==> src/rtl/csa_pkg.sv <==
`timescale 1ns/1ps
package csa_pkg;
    localparam int unsigned SIZE_FIELD_W = 8;

    typedef struct packed {
        logic gen;
        logic nokill;
    } gh_t;

    function automatic gh_t pair_gh(input logic [1:0] a, input logic [1:0] b);
        gh_t r;
        r.gen    = (a[1] & b[1]) | ((a[1] | b[1]) & a[0] & b[0]);
        r.nokill = (a[1] | b[1]) & (a[0] | b[0]);
        return r;
    endfunction
endpackage

==> src/rtl/csa_cell.sv <==
`timescale 1ns/1ps
module csa_cell #(
    parameter int CELL_W = 2
) (
    input  logic [CELL_W-1:0] a,
    input  logic [CELL_W-1:0] b,
    input  logic              cin,
    output logic [CELL_W-1:0] sum,
    output logic              cout
);
    import csa_pkg::*;

    generate
        if (CELL_W == 1) begin : g_bit
            assign sum  = a ^ b ^ cin;
            assign cout = (a & b) | ((a | b) & cin);
        end else if (CELL_W == 2) begin : g_pair
            gh_t  gh;
            logic c_mid;
            assign gh     = pair_gh(a, b);
            assign c_mid  = (a[0] & b[0]) | ((a[0] | b[0]) & cin);
            assign cout   = gh.gen | (gh.nokill & cin);
            assign sum[0] = a[0] ^ b[0] ^ cin;
            assign sum[1] = a[1] ^ b[1] ^ c_mid;
        end else begin : g_bad_width
            $error("csa_cell: CELL_W must be 1 or 2");
        end
    endgenerate

    logic [CELL_W:0] ref_sum;
    assign ref_sum = {1'b0, a} + {1'b0, b} + {{CELL_W{1'b0}}, cin};

    always_comb begin
        p_cell_carry_r3: assert (cout == ref_sum[CELL_W] && sum == ref_sum[CELL_W-1:0])
            else $error("R3: cell result differs from arithmetic sum");
    end
endmodule

==> src/rtl/csa_chain.sv <==
`timescale 1ns/1ps
module csa_chain #(
    parameter int CELL_W  = 2,
    parameter int N_CELLS = 1
) (
    input  logic [N_CELLS*CELL_W-1:0] a,
    input  logic [N_CELLS*CELL_W-1:0] b,
    input  logic                      cin,
    output logic [N_CELLS*CELL_W-1:0] sum,
    output logic                      cout
);
    logic [N_CELLS:0] c;
    assign c[0] = cin;

    for (genvar k = 0; k < N_CELLS; k++) begin : g_cell
        csa_cell #(.CELL_W(CELL_W)) cell_i (
            .a    (a[k*CELL_W +: CELL_W]),
            .b    (b[k*CELL_W +: CELL_W]),
            .cin  (c[k]),
            .sum  (sum[k*CELL_W +: CELL_W]),
            .cout (c[k+1])
        );
    end

    assign cout = c[N_CELLS];
endmodule

==> src/rtl/csa_group.sv <==
`timescale 1ns/1ps
module csa_group #(
    parameter int CELL_W   = 2,
    parameter int N_CELLS  = 1,
    parameter bit SELECTED = 1'b1
) (
    input  logic [N_CELLS*CELL_W-1:0] a,
    input  logic [N_CELLS*CELL_W-1:0] b,
    input  logic                      cin,
    output logic [N_CELLS*CELL_W-1:0] sum,
    output logic                      cout
);
    localparam int GW = N_CELLS * CELL_W;

    generate
        if (!SELECTED) begin : g_direct
            csa_chain #(.CELL_W(CELL_W), .N_CELLS(N_CELLS)) chain_i (
                .a(a), .b(b), .cin(cin), .sum(sum), .cout(cout)
            );
        end else begin : g_select
            logic [GW-1:0] sum_c0, sum_c1;
            logic          cout_c0, cout_c1;

            csa_chain #(.CELL_W(CELL_W), .N_CELLS(N_CELLS)) chain_c0_i (
                .a(a), .b(b), .cin(1'b0), .sum(sum_c0), .cout(cout_c0)
            );
            csa_chain #(.CELL_W(CELL_W), .N_CELLS(N_CELLS)) chain_c1_i (
                .a(a), .b(b), .cin(1'b1), .sum(sum_c1), .cout(cout_c1)
            );

            assign sum  = cin ? sum_c1  : sum_c0;
            assign cout = cin ? cout_c1 : cout_c0;

            always_comb begin
                p_pair_step_r5: assert ({cout_c1, sum_c1} == {cout_c0, sum_c0} + (GW+1)'(1))
                    else $error("R5: carry-1 copy is not carry-0 copy plus one");
                p_carry_monotone_r5: assert (!cout_c0 || cout_c1)
                    else $error("R5: carry-0 copy carries while carry-1 copy does not");
            end
        end
    endgenerate
endmodule

==> src/rtl/csa_adder.sv <==
`timescale 1ns/1ps
module csa_adder #(
    parameter int WIDTH    = 32,
    parameter int CELL_W   = 2,
    parameter int N_GROUPS = 6,
    parameter logic [N_GROUPS*8-1:0] GROUP_CELLS =
        {8'd5, 8'd4, 8'd3, 8'd2, 8'd1, 8'd1}
) (
    input  logic [WIDTH-1:0] op_a,
    input  logic [WIDTH-1:0] op_b,
    input  logic             carry_in,
    output logic [WIDTH-1:0] sum_out,
    output logic             carry_out
);
    import csa_pkg::*;

    function automatic int cells_before(input int g);
        int acc;
        acc = 0;
        for (int i = 0; i < g; i++)
            acc += int'(GROUP_CELLS[i*SIZE_FIELD_W +: SIZE_FIELD_W]);
        return acc;
    endfunction

    localparam int TOTAL_BITS = cells_before(N_GROUPS) * CELL_W;

    generate
        if (TOTAL_BITS != WIDTH) begin : g_bad_sizes
            $error("csa_adder: group sizes (R2) do not cover the operand width");
        end
    endgenerate

    logic [N_GROUPS:0] gcarry;
    assign gcarry[0] = carry_in;

    for (genvar g = 0; g < N_GROUPS; g++) begin : g_grp
        localparam int NC  = int'(GROUP_CELLS[g*SIZE_FIELD_W +: SIZE_FIELD_W]);
        localparam int LSB = cells_before(g) * CELL_W;
        csa_group #(
            .CELL_W  (CELL_W),
            .N_CELLS (NC),
            .SELECTED(g != 0)
        ) grp_i (
            .a    (op_a[LSB +: NC*CELL_W]),
            .b    (op_b[LSB +: NC*CELL_W]),
            .cin  (gcarry[g]),
            .sum  (sum_out[LSB +: NC*CELL_W]),
            .cout (gcarry[g+1])
        );
    end

    assign carry_out = gcarry[N_GROUPS];

    always_comb begin
        p_total_sum_r1: assert ({carry_out, sum_out} ==
                                 {1'b0, op_a} + {1'b0, op_b} + {{WIDTH{1'b0}}, carry_in})
            else $error("R1: adder output differs from arithmetic sum");
    end
endmodule

==> config.mk <==
export PLATFORM = sky130hd
export DESIGN_NAME = csa_adder
export DESIGN_NICKNAME = d
export VERILOG_FILES = /design/src/rtl/csa_pkg.sv /design/src/rtl/csa_cell.sv /design/src/rtl/csa_chain.sv /design/src/rtl/csa_group.sv /design/src/rtl/csa_adder.sv
export SDC_FILE = /design/constraint.sdc
export NUM_CORES = 1
export LEC_CHECK = 0
export BUFFER_PORTS_ARGS = -buffer_cell sky130_fd_sc_hd__buf_2
export CAP_MARGIN = 20
export CORE_MARGIN = 2
export CORE_UTILIZATION = 62
export DETAILED_ROUTE_END_ITERATION = 6
export PLACE_DENSITY = 0.95
export SYNTH_ARGS = -nofsm -noshare
export SYNTH_HDL_FRONTEND = slang
export SYNTH_HIERARCHICAL = 1
export SYNTH_SLANG_ARGS = --single-unit
==> constraint.sdc <==
create_clock -name vclk -period 6.3
set_input_delay 1.26 -clock vclk [all_inputs]
set_output_delay 1.26 -clock vclk [all_outputs]
set_load 0.01 [all_outputs]
==> metrics.txt, run 1 <==
result of the run finished clean; kind of critical path in -> out; routed len/inst 11.16 um; via count approximately 3100; sequential share of the synthesized area 0; worst hold-check path type in -> out; Total Power around 0.00048 W; crit-path cells buf_2 -> inv_2 -> ha_1 -> o22ai_2 -> a21o_1 -> mux2_2 -> mux2_2 -> mux2_4 -> mux2_4 -> mux2_4 -> buf_2; Initial Utilization 0.6384; top cell type's share of synthesized area 0.2870; CP dominant cell by count mux2_4; post-synthesis instance total between 400 and 500; CP max stage delay roughly 430 ps; crit path capture type output port; CP max-delay cell mux2_4; Placer Congestion just under 0.9; Detail Route Antenna Nets 0; routed wire length 7298 um; most common cell after layout, fill and taps aside inv_1; syn_area_per_cell between 8 and 9 um2; Post-CTS Hold Buffers 0; Worst IR Drop VDD 0.09559 mV; GRT overflow 0; max cap viols 0; required time worst endpoint 5040 ps; std cell rows 29; max-slew violations 0; Warnings, synthesis 6; first drt pass iteration count 4; Netlist cell types 11; startpoint types input pin; kind of cell adding the most delay to the critical path multiplexers; CP max FO 11; 1st-iter DRT viols 44; register area 0 um2; largest cells by area after synthesis ha_1, fa_1, inv_1; RSZ-0062 raised after global routing no; die area 7201 um2; Final min period between 5000 and 6000 ps; most frequent cells in the layout inv_1, buf_2, ha_1; Core ar. between 6000 and 7000 um2; Post CTS Setup Buffer Count 0; PostCTS Resize Cnt 0; leakage power between 3 and 4 nW; pwr dens approximately 110 nW/um2; first-pass GRT wire length 13310 um; Layout area overhead 13.64%; largest net degree at the start of global routing 12; number of I/O pins slightly below 100; CLK BUF 0; DP HPWL 6804 um; antenna violations before repair 0; Crit path depth 11; critical path arrival around 4100 ps; fraction of layout cells with a size suffix above 1 0.3917; GR Util All Layers 0.2148; Fmax approximately 190 MHz; vias in the first global route 3273; fillers roughly 500; Buffers on Ports 98; Post-Syn Area 4054 um2; hold depth 5; final hold viol count 0; sequential cell count 0; area leader, netlist ha_1; DRC 0; Post-Route Setup TNS 0 ps; antenna fix cells 0; Vias/cell 4.691; Layout Nets roughly 770; Final setup viols 0; Die H between 80 and 90 um; die width ~85 um; WP buf/inv 3; multi-input combinational cell area about 3200 um2; Final Cycle Share 0.8481; Post-Syn Nets ~670
[worst paths after layout]
check     from     endpoint  slack (ps)
min    op_b[0]   sum_out[0]        3030
max    op_a[0]  sum_out[22]         960
[per-layer routing]
metal	up-vias	GRT usage	wire length, um
met1	1434	0.2279	2822
met3	8	0.004864	164
met4	0	0.02309	68
met5	-	0	0
li1	1564	-	-
met2	62	0.4710	4242
[through the flow]
| stage | hold slack (ps) | area, um2 | instances | util | setup WS [ps] |
|---|---|---|---|---|---|
| floorplan | 2778 | 4054 | 482 | - | 1264 |
| global placement | 2979 | 4607 | 654 | 0.7255 | 1076 |
| detailed placement | 3027 | 4607 | 654 | 0.7255 | 959.8 |
| CTS | 3028 | 4607 | 654 | 0.7255 | 952.9 |
| global route | 3045 | 4607 | 654 | 0.7255 | 834.0 |
| finish | 3028 | 4607 | 654 | 0.7255 | 956.7 |
[cells in the mapped netlist]
library cell	instances
mux2_4	26
conb_1	10
inv_2	62
fa_1	31
ha_1	93
a21o_1	31
xnor2_1	31
inv_1	155
buf_6	3
mux2_2	9
o22ai_2	31
[worst min-delay path: stages]
cell and delay [ps]:
buf_2 100, inv_2 70, fa_1 170, inv_1 40, buf_2 130
[area by class of cell]
cell class / instances / area share
Tap cell: 77 / 0.02091
Multi-Input combinational cell: 262 / 0.6958
Inverter: 217 / 0.1768
Timing Repair Buffer: 98 / 0.1065
[where the power goes]
part | switching [W] | internal (W)
Sequential | 0 | 0
Clock | 0 | 0
Combinational | 0.000235 | 0.000250
Total | 0.000235 | 0.000250
[cell families (layout without fill, tap and decap cells)]
kind of cell | Yosys count | in the layout | share of synthesized area
AO/OA/AOI/OAI | 62 | 62 | 0.1531
XOR/XNOR | 31 | 31 | 0.06698
adder cells (fa/ha/maj) | 124 | 124 | 0.4401
buffers and inverters | 220 | 315 | 0.2093
multiplexers | 35 | 35 | 0.1213
other | 10 | 10 | 0.009260
Power figures use the tool's default switching activity.
==> inputs of run 2 (changes only) <==
CORE_UTILIZATION = 58   (was 62)
PLACE_DENSITY = 0.93   (was 0.95)
clock period = 5.1 ns   (was 6.3 ns; I/O delays follow)
==> metrics.txt, run 2 (synthesis gave the netlist of run 1 again) <==
Core ar. 6794 um2 (+7.0%); largest net degree at the start of global routing 12 (unchanged); Buffers on Ports 98 (unchanged); Post CTS Setup Buffer Count 0 (unchanged); DP Area 4631 um2 (+0.52%); Post-Route Setup TNS 0 ps (unchanged); sequential cell count 0 (unchanged); Fmax around 210 MHz; Initial Utilization 0.5967 (-0.04174); final hold viol count 0 (unchanged); PnR worst setup slack 291.0 ps (-665.7 ps); kind of critical path in -> out; hold_ws 2541 ps (-487.2 ps); kind of cell adding the most delay to the critical path multiplexers; Final min period 4809 ps; result of the run finished clean; Die H 87.61 um (+3.2%); CP max stage delay 430 ps (about the same); GRT overflow 0 (unchanged); leakage power 3.052 nW (unchanged); critical path arrival 3790 ps (-290 ps); via count 3020 (-1.6%); routed wire length 7143 um (-2.1%); routed len/inst 10.61 um (-4.9%); vias in the first global route 3134 (-4.2%); CP max FO 11 (unchanged); Final setup viols 0 (unchanged); Placer Congestion 0.7829 (-9.9%); max-slew violations 0 (unchanged); Worst IR Drop VDD 0.07604 mV (-20%); Util after Layout 0.6816 (-0.04393); required time worst endpoint 4080 ps (-960 ps); pwr dens 128.5 nW/um2 (+22%); fraction of layout cells with a size suffix above 1 0.3917 (unchanged); Detail Route Antenna Nets 0 (unchanged); worst hold-check path type in -> out; die width 87.61 um (+3.2%); fin area 4631 um2 (+0.52%); CLK BUF 0 (unchanged); crit path capture type output port; most frequent cells in the layout inv_1, buf_2, ha_1; Layout area overhead 14.23%; register area 0 um2 (unchanged); antenna violations before repair 0 (unchanged); DRC 0 (unchanged); antenna fix cells 0 (unchanged); startpoint types input pin; 1st-iter DRT viols 25 (-43%); DP HPWL 6692 um (-1.6%); max cap viols 0 (unchanged); RSZ-0062 raised after global routing no; Vias/cell 4.487 (-4.3%); Final Cycle Share 0.9429; first drt pass iteration count 4 (unchanged); Post-CTS Hold Buffers 0 (unchanged); PostCTS Resize Cnt 0 (unchanged); std cell rows 30 (+3.4%); Layout Nets 768 (unchanged); CP max-delay cell mux2_4; dpl ws 275.5 ps (-684.3 ps); most common cell after layout, fill and taps aside inv_1; die area 7675 um2 (+6.6%); WP buf/inv 3 (unchanged); CP dominant cell by count mux2_4; GR Util All Layers 0.1859 (-0.02894); crit-path cells buf_2 -> inv_2 -> ha_1 -> o22ai_2 -> a21o_1 -> mux2_2 -> mux2_2 -> mux2_4 -> mux2_4 -> mux2_4 -> buf_2; first-pass GRT wire length 12110 um (-9.0%); number of I/O pins 98 (unchanged)
[run 2: metrics by stage]
| step | power (W) | std cells |
|---|---|---|
| after floorplan | 0.0004369 | 482 |
| after global placement | 0.0005729 | 673 |
| after detailed placement | 0.0006006 | 673 |
| after CTS | 0.0006035 | 673 |
| after global routing | 0.0006637 | 673 |
| final | 0.0005949 | 673 |
[run 2: final cells by class]
class / count / area (um2)
well taps: 96 / 120.1
fillers: 530 / 2163
repair buffers: 98 / 490.5
inverters: 217 / 814.5
multi-input cells: 262 / 3206
[run 2: worst min-delay path, stage by stage]
cell	delay, ps
buf_2	100
inv_2	80
fa_1	160
inv_1	30
buf_2	120
[run 2: final timing paths]
kind | startpoint | endpoint | slack, ps | cells past startpoint
setup / recovery | op_a[0] | sum_out[27] | 290 | 11
hold / removal | op_b[0] | sum_out[0] | 2540 | 5
[run 2: power by group]
| part | switching (W) | internal [W] |
|---|---|---|
| logic | 0.000288 | 0.000307 |
| registers | 0 | 0 |
| clock network | 0 | 0 |
| total | 0.000288 | 0.000307 |
[run 2: layer usage]
layer | global-route usage | wire (um) | up-vias
li1 | - | - | 1567
met1 | 0.1920 | 2733 | 1392
met2 | 0.4160 | 4223 | 57
met3 | 0.005655 | 164 | 4
met4 | 0.01119 | 22 | 0
met5 | 0 | 0 | -
==> inputs of run 3 (changes only) <==
CORE_UTILIZATION = 45   (was 58)
PLACE_DENSITY = 0.76   (was 0.93)
==> metrics.txt, run 3 (synthesis gave the netlist of run 1 again) <==
CLK BUF 0 (unchanged); std cell rows 34 (+13%); result of the run finished clean; fraction of layout cells with a size suffix above 1 0.3927 (+0.001052); combinational power share 1.000 (about the same); met2 WL 3911 um (-7.4%); antenna fix cells 0 (unchanged); number of I/O pins 98 (unchanged); pwr dens 127.4 nW/um2 (-0.84%); Util after Layout 0.5336 (-0.1480); first-pass GRT wire length 11990 um (-0.97%); routed len/inst 9.958 um (-6.2%); Hold EP sum_out[1]; CP max FO 11 (unchanged); dpl ws 391.5 ps (+116.0 ps); GR Util All Layers 0.1393 (-0.04659); Fmax 213.0 MHz (+2.4%); Flop pwr share 0 (unchanged); die area 9784 um2 (+27%); first drt pass iteration count 4 (unchanged); met3 wire len 186 um (+13%); Final min period 4695 ps (-113.9 ps); Sw Ratio 0.4800 (-0.003254); Post CTS Setup Buffer Count 0 (unchanged); internal power 0.0003082 W (+0.27%); vias in the first global route 3035 (-3.2%); CP max stage delay 430 ps (about the same); Worst IR Drop VDD 0.05680 mV (-25%); DP HPWL 6431 um (-3.9%); Layout Nets 769 (+0.13%); Detail Route Antenna Nets 0 (unchanged); Post-CTS Hold Buffers 0 (unchanged); max cap viols 0 (unchanged); final hold viol count 0 (unchanged); GRT overflow 0 (unchanged); startpoint types input pin; Non-Filler Instances 686 (+1.9%); crit path capture type output port; Die H 98.92 um (+13%); Top Layer Used met4; Hold Crit Start op_b[1]; register area 0 um2 (unchanged); critical path arrival 3680 ps (-110 ps); sequential cell count 0 (unchanged); PnR worst setup slack 404.9 ps (+113.9 ps); most common cell after layout, fill and taps aside inv_1; Initial Utilization 0.4648 (-0.1318); Layout area overhead 14.78%; required time worst endpoint 4080 ps (about the same); hold_ws 2527 ps (-13.93 ps); DRC 0 (unchanged); Buffers on Ports 98 (unchanged); die width 98.92 um (+13%); Core ar. 8721 um2 (+28%); CP dominant cell by count mux2_4; leakage power 3.057 nW (+0.15%); worst hold-check path type in -> out; Vias/cell 4.398 (-2.0%); Final Cycle Share 0.9206 (-0.02233); Post-Route Setup TNS 0 ps (unchanged); Placer Congestion 0.7377 (-5.8%); kind of critical path in -> out; max-slew violations 0 (unchanged); antenna violations before repair 0 (unchanged); crit-path cells buf_2 -> inv_2 -> ha_1 -> o22ai_2 -> a21o_1 -> mux2_2 -> mux2_2 -> mux2_4 -> mux2_4 -> mux2_4 -> buf_2; wl on met1 2704 um (-1.1%); hold depth 5 (unchanged); RSZ-0062 raised after global routing no; Psw 0.0002846 W (-1.0%); Final setup viols 0 (unchanged); placed insts 686 (+1.9%); most frequent cells in the layout inv_1, buf_2, ha_1; CP max-delay cell mux2_4; routed wire length 6831 um (-4.4%); via count 3017 (-0.099%); fillers 844 (+59%); Clk pwr share 0 (unchanged); PostCTS Resize Cnt 0 (unchanged); largest net degree at the start of global routing 12 (unchanged); 1st-iter DRT viols 29 (+16%)
[run 3: per-stage QoR]
stage / cell area (um2) / total power (W)
after floorplan: 4054 / 0.0004369
after global placement: 4653 / 0.0005812
after detailed placement: 4653 / 0.0006009
after CTS: 4653 / 0.0006040
after global routing: 4653 / 0.0006630
final: 4653 / 0.0005928
[run 3: metal layers]
metal	global-route usage	vias to the layer above
met3	0.002128	2
met5	0	-
li1	-	1568
met1	0.1505	1402
met4	0.004215	0
met2	0.3072	45
[run 3: how the worst max path moves through the flow]
stage,to,start
5_1_grt,sum_out[23],op_a[0]
2_1_floorplan,carry_out,op_a[0]
6_report,sum_out[23],op_a[0]
3_3_place_gp,sum_out[28],op_a[0]
4_1_cts,sum_out[23],op_a[0]
3_5_place_dp,sum_out[23],op_a[0]
[run 3: worst max-delay path: cells and delay by family]
| family | cells | cell delay [ps] |
|---|---|---|
| AO/OA/AOI/OAI | 2 | 300 |
| adder cells (fa/ha/maj) | 1 | 200 |
| buffers and inverters | 3 | 270 |
| multiplexers | 5 | 1880 |
[run 3: layout make-up]
type,count,area (um2),area share
Inverter,217,814.5,0.1750
Timing Repair Buffer,99,498.0,0.1070
Tap cell,108,135.1,0.02904
Multi-Input combinational cell,262,3206,0.6889
[run 3: power groups by stage]
stage	Sequential, W	Combinational [W]	Clock (W)
detailed placement	0	0.000601	0
CTS	0	0.000604	0
finish	0	0.000593	0
floorplan	0	0.000437	0
global route	0	0.000663	0
global placement	0	0.000581	0
